### config.mk
export PLATFORM = sky130hd
export DESIGN_NAME = kernel_mode_monitor
export DESIGN_NICKNAME = d
export VERILOG_FILES = /design/src/rtl/kernel_mode_monitor.sv
export SDC_FILE = /design/constraint.sdc
export NUM_CORES = 1
export LEC_CHECK = 0
export ABC_AREA = 1
export BUFFER_PORTS_ARGS = -buffer_cell sky130_fd_sc_hd__buf_2
export CORE_MARGIN = 5
export CORE_UTILIZATION = 35
export DETAILED_ROUTE_END_ITERATION = 10
export GPL_ROUTABILITY_DRIVEN = 1
export HOLD_SLACK_MARGIN = 0.15
export PLACE_DENSITY_LB_ADDON = 0.05
export SLEW_MARGIN = 10
export SYNTH_ARGS = -nofsm -noshare
export SYNTH_HDL_FRONTEND = slang
export SYNTH_SLANG_ARGS = --single-unit
### constraint.sdc
create_clock -name clk -period 1.6 [get_ports clk]
set_input_delay 0.24 -clock clk [delete_from_list [all_inputs] [get_ports clk]]
set_output_delay 0.24 -clock clk [all_outputs]
set_load 0.01 [all_outputs]
### src/rtl/kernel_mode_monitor.sv
module kernel_mode_monitor #(
  parameter int          AW         = 24,
  parameter int          DW         = 4,
  parameter logic [23:0] MARK_ADDR  = 24'h000100,
  parameter logic [7:0]  ENTER_CODE = 8'd11,
  parameter logic [7:0]  EXIT_CODE  = 8'd0,
  parameter logic [7:0]  PEND_CODE  = 8'd4
) (
  input  logic          clk,
  input  logic          rst_n,
  input  logic          bus_vld,
  input  logic          bus_we,
  input  logic [AW-1:0] bus_addr,
  input  logic [7:0]    bus_wdata,
  input  logic [2:0]    fc,
  input  logic          st_instr,
  input  logic          st_instr_z,
  input  logic          st_user,
  input  logic          st_user_z,
  output logic [2:0]    cyc_class,
  output logic          class_vld,
  output logic [DW-1:0] depth,
  output logic          pend_busy,
  output logic [7:0]    last_evt,
  output logic [6:0]    err_cause,
  output logic          err_flag
);
  localparam logic [DW-1:0] DEPTH_MAX = {DW{1'b1}};
  localparam int E_FLOAT = 0, E_RSVD = 1, E_PIN = 2, E_UNDER = 3,
                 E_OVER = 4, E_UEXIT = 5, E_NOSUP = 6;

  logic       await_sup;
  logic       is_mark, is_enter, is_exit, is_pend;
  logic       fc_rsvd, user_drv;
  logic [6:0] err_now;
  logic [2:0] cls_now;

  assign is_mark  = bus_vld && bus_we && (bus_addr == MARK_ADDR[AW-1:0]);
  assign is_enter = is_mark && (bus_wdata == ENTER_CODE);
  assign is_exit  = is_mark && (bus_wdata == EXIT_CODE);
  assign is_pend  = is_mark && (bus_wdata == PEND_CODE);
  assign fc_rsvd  = (fc == 3'b000) || (fc == 3'b011) || (fc == 3'b100);
  assign user_drv = !st_user_z && st_user;

  always_comb begin
    err_now = '0;
    if (bus_vld) begin
      err_now[E_FLOAT] = st_instr_z || st_user_z;
      err_now[E_RSVD]  = fc_rsvd;
      err_now[E_PIN]   = !fc_rsvd &&
                         ((!st_user_z && (st_user == fc[2])) ||
                          ((fc != 3'b111) && !st_instr_z && (st_instr != fc[1])));
      err_now[E_NOSUP] = await_sup && user_drv;
    end
    err_now[E_UNDER] = is_exit && (depth == '0);
    err_now[E_OVER]  = is_enter && (depth == DEPTH_MAX);
    err_now[E_UEXIT] = is_exit && user_drv;
  end

  always_comb begin
    case (fc)
      3'b001:  cls_now = 3'd1;
      3'b010:  cls_now = 3'd2;
      3'b101:  cls_now = 3'd3;
      3'b110:  cls_now = 3'd4;
      3'b111:  cls_now = 3'd5;
      default: cls_now = 3'd6;
    endcase
  end

  always_ff @(posedge clk) begin
    if (!rst_n) begin
      depth     <= '0;
      pend_busy <= 1'b0;
      last_evt  <= '0;
      err_cause <= '0;
      await_sup <= 1'b0;
      cyc_class <= '0;
      class_vld <= 1'b0;
    end else begin
      err_cause <= err_cause | err_now;
      class_vld <= bus_vld;
      if (bus_vld) cyc_class <= cls_now;
      if (is_enter) await_sup <= 1'b1;
      else if (bus_vld) await_sup <= 1'b0;
      if (is_mark) last_evt <= bus_wdata;
      if (is_enter && depth != DEPTH_MAX) depth <= depth + 1'b1;
      if (is_exit && depth != '0) depth <= depth - 1'b1;
      if (is_pend) pend_busy <= 1'b1;
      else if (is_exit && depth <= DW'(1)) pend_busy <= 1'b0;
    end
  end

  assign err_flag = |err_cause;
endmodule

==> results by group <==
Worst setup path
  • Crit path required time: 1780 ps
  • R2r setup slk: 200 ps
  • Setup crit start kind: flop
  • Arr. time, crit path: 1580 ps
  • Worst path cell trace: inv_1, ha_1, nand2_1, nand4_4, o21ai_1, nand2_1, nand2_1, nor2_1
  • CP max FO: 8
  • Most used cell, CP: nand2_1
  • Worst stage delay on the critical path: 370 ps
  • CP max stage cell: dfxtp_1
  • Worst setup path class: reg -> reg
  • Crit. End Element: flop

Yosys
  • Synth warn: 0
  • Syn Nets: 278
  • FF+latch count, synth: 25
  • Syn Std Cell Area: 1490 um^2
  • EDFF count, synth: 0
  • Seq/Total Area, Yosys: 33.6%
  • Most used DFF post-synth: dfxtp_1
  • Ys async rst share: 0%
  • Average cell area after synthesis: 6.46 um^2
  • Syn Inst Count: 231
  • Number of distinct library cells after synthesis: 29

Route
  • Via count: 1609
  • Pre-antenna DRT Iters: 4
  • Initial DRC count: 56
  • DR WL/cell: 11.2 um
  • # DRC: 0
  • Via/cell ratio: 4.56
  • Drt total wl: 3.94 mm
  • Antenna-violating nets left: 0

Global route
  • Gr ovfl total: 0
  • Number of global-route vias before repair: 1477
  • Initial antenna violation count: 0
  • Total track usage: 14.5%
  • Largest net degree at the start of global routing: 16
  • First-pass GRT wire length: 6.42 mm

Floorplan
  • Core area: 4060 um^2
  • Die Wd: 75.3 um
  • Die height: 75.3 um
  • Initial Util: 36.8%
  • Die area: 5670 um^2
  • Io pins: 68
  • Core Rows: 23

Timing
  • Fin. max-slew vios: 0
  • Setup Viol. Count Final: 0
  • Part of the cycle the worst path needs: 87.6%
  • RSZ-0062 raised after global routing: false
  • Final Hold Vio Count: 0
  • Setup WS post-layout: 198 ps
  • Max Fclk: 0.713 GHz
  • Final Skew: 8.16 ps
  • Final min period: 1400 ps
  • Worst-margin pin slew: 350 ps
  • Max_slew headroom: 76.6%
  • Setup TNS: 0 ps

Clock tree
  • CTS Buffer Depth: 2
  • Num CTS Buffers: 3
  • CTS tree: done
  • CTS root buf: clkbuf_8
  • Clock transition at path regs: 90 ps
  • Cts hold-fix bufs: 0
  • Worst-skew pair later-pin latency: 270 ps
  • Post-CTS setup buffer count: 0
  • Maximum level of the CTS H-tree: 1
  • Clock sink count: 25

Power and ir drop
  • Pwr dens: 622 nW/um^2
  • Worst VDD drop: 330 uV
  • Static leakage: 0.00103 uW
  • Total power after layout: 1210 uW

Layout
  • Non-filler cells, final: 353
  • # nets final: 351
  • Layout cells sized above 1: 27.7%
  • Antenna diodes: 0
  • P&R area growth vs syn: 30.7%
  • Final Util: 48.0%
  • Leading cell type in the layout, fill and taps excluded: buf_2
  • Commonest non-fill, non-tap cells in the layout: buf_2, nor2_1, nand2_1

Place
  • Port Buf Inserts: 67
  • Routability cong.: 0.813
  • Placed Cells: 349
  • Final HPWL DP: 3.26 mm
  • Dpl ws: 45.3 ps

Job
  • Max-Cap Viols: 0

Run status
  • Status: complete, no violations

Worst hold path
  • HP Class: in -> reg
[what timing repair did]
item                                    4_1_cts  5_1_grt
endpoints found under the setup margin        0        3
resized for setup                             0        1
endpoints found under the hold margin         0        0
[cell usage after synthesis (3+ instances only)]
cell type   n  area (um^2)
o21a_1      3         22.5
inv_1      32          120
ha_1        4         50.1
nand4_1     3         18.8
dfxtp_1    25          500
o21ai_0    17         85.1
a21oi_1    12         60.1
nand3_1    18         90.1
nor2_1     53          199
nand2_1    39          146
[state kept, by name, summed over array words and instances (netlist names)]
signal	flops
depth	4
cyc_class	3
last_evt	8
err_cause	7
class_vld	1
await_sup	1
pend_busy	1
[worst paths after layout]
path                              from                         to  cells after the start
max              depth[0]$_SDFFE_PN0P_      depth[3]$_SDFFE_PN0P_                      8
min                         st_instr_z    err_cause[0]$_SDFF_PN0_                      3
max reg2reg      depth[0]$_SDFFE_PN0P_      depth[3]$_SDFFE_PN0P_                      8
min reg2reg  cyc_class[2]$_SDFFE_PN0P_  cyc_class[2]$_SDFFE_PN0P_                      2
[stage by stage]
| stage | instance area [um^2] | hold WS [ps] |
|---|---|---|
| CTS | 1940 | 214 |
| finish | 1950 | 220 |
| global placement | 1890 | 456 |
| floorplan | 1490 | 363 |
| global route | 1950 | 227 |
| detailed placement | 1890 | 457 |
[critical path: cells and delay by family, from the launching register on]
| kind | cells | cell delay (ps) |
|---|---|---|
| flip-flops | 1 | 370 |
| AND/OR/NAND/NOR | 5 | 480 |
| buffers and inverters | 1 | 100 |
| AO/OA/AOI/OAI | 1 | 160 |
| adder cells (fa/ha/maj) | 1 | 200 |
[layout make-up]
class | count | area [um^2]
clock buffers | 3 | 41.3
clock inverters | 1 | 5.00
fillers | 464 | 2110
inverters | 35 | 131
multi-input cells | 167 | 836
flip-flops and latches | 25 | 500
well taps | 50 | 62.6
repair buffers | 72 | 373
[kinds of logic (layout without fill, tap and decap cells)]
group                    Yosys count  in the layout  share of synthesized area, %
XOR/XNOR                           4              4                          2.35
buffers and inverters             39            111                          11.0
AND/OR/NAND/NOR                  123            123                          36.7
flip-flops                        25             25                          33.6
AO/OA/AOI/OAI                     36             36                          13.0
adder cells (fa/ha/maj)            4              4                          3.36
[routing by layer]
| metal | vias up | wire [um] | global-route usage [%] |
|---|---|---|---|
| met2 | 52 | 1710 | 22.5 |
| met1 | 673 | 1860 | 19.9 |
| li1 | 879 | - | - |
| met3 | 5 | 337 | 4.27 |
| met5 | - | 0 | 0 |
| met4 | 0 | 25 | 2.91 |
[power breakdown]
group          internal [uW]  switching (uW)  total, uW
logic                   81.6             107        189
clock network            175             209        383
registers                635            5.32        640
total                    891             321       1210
(Power assumes the default switching activity.)
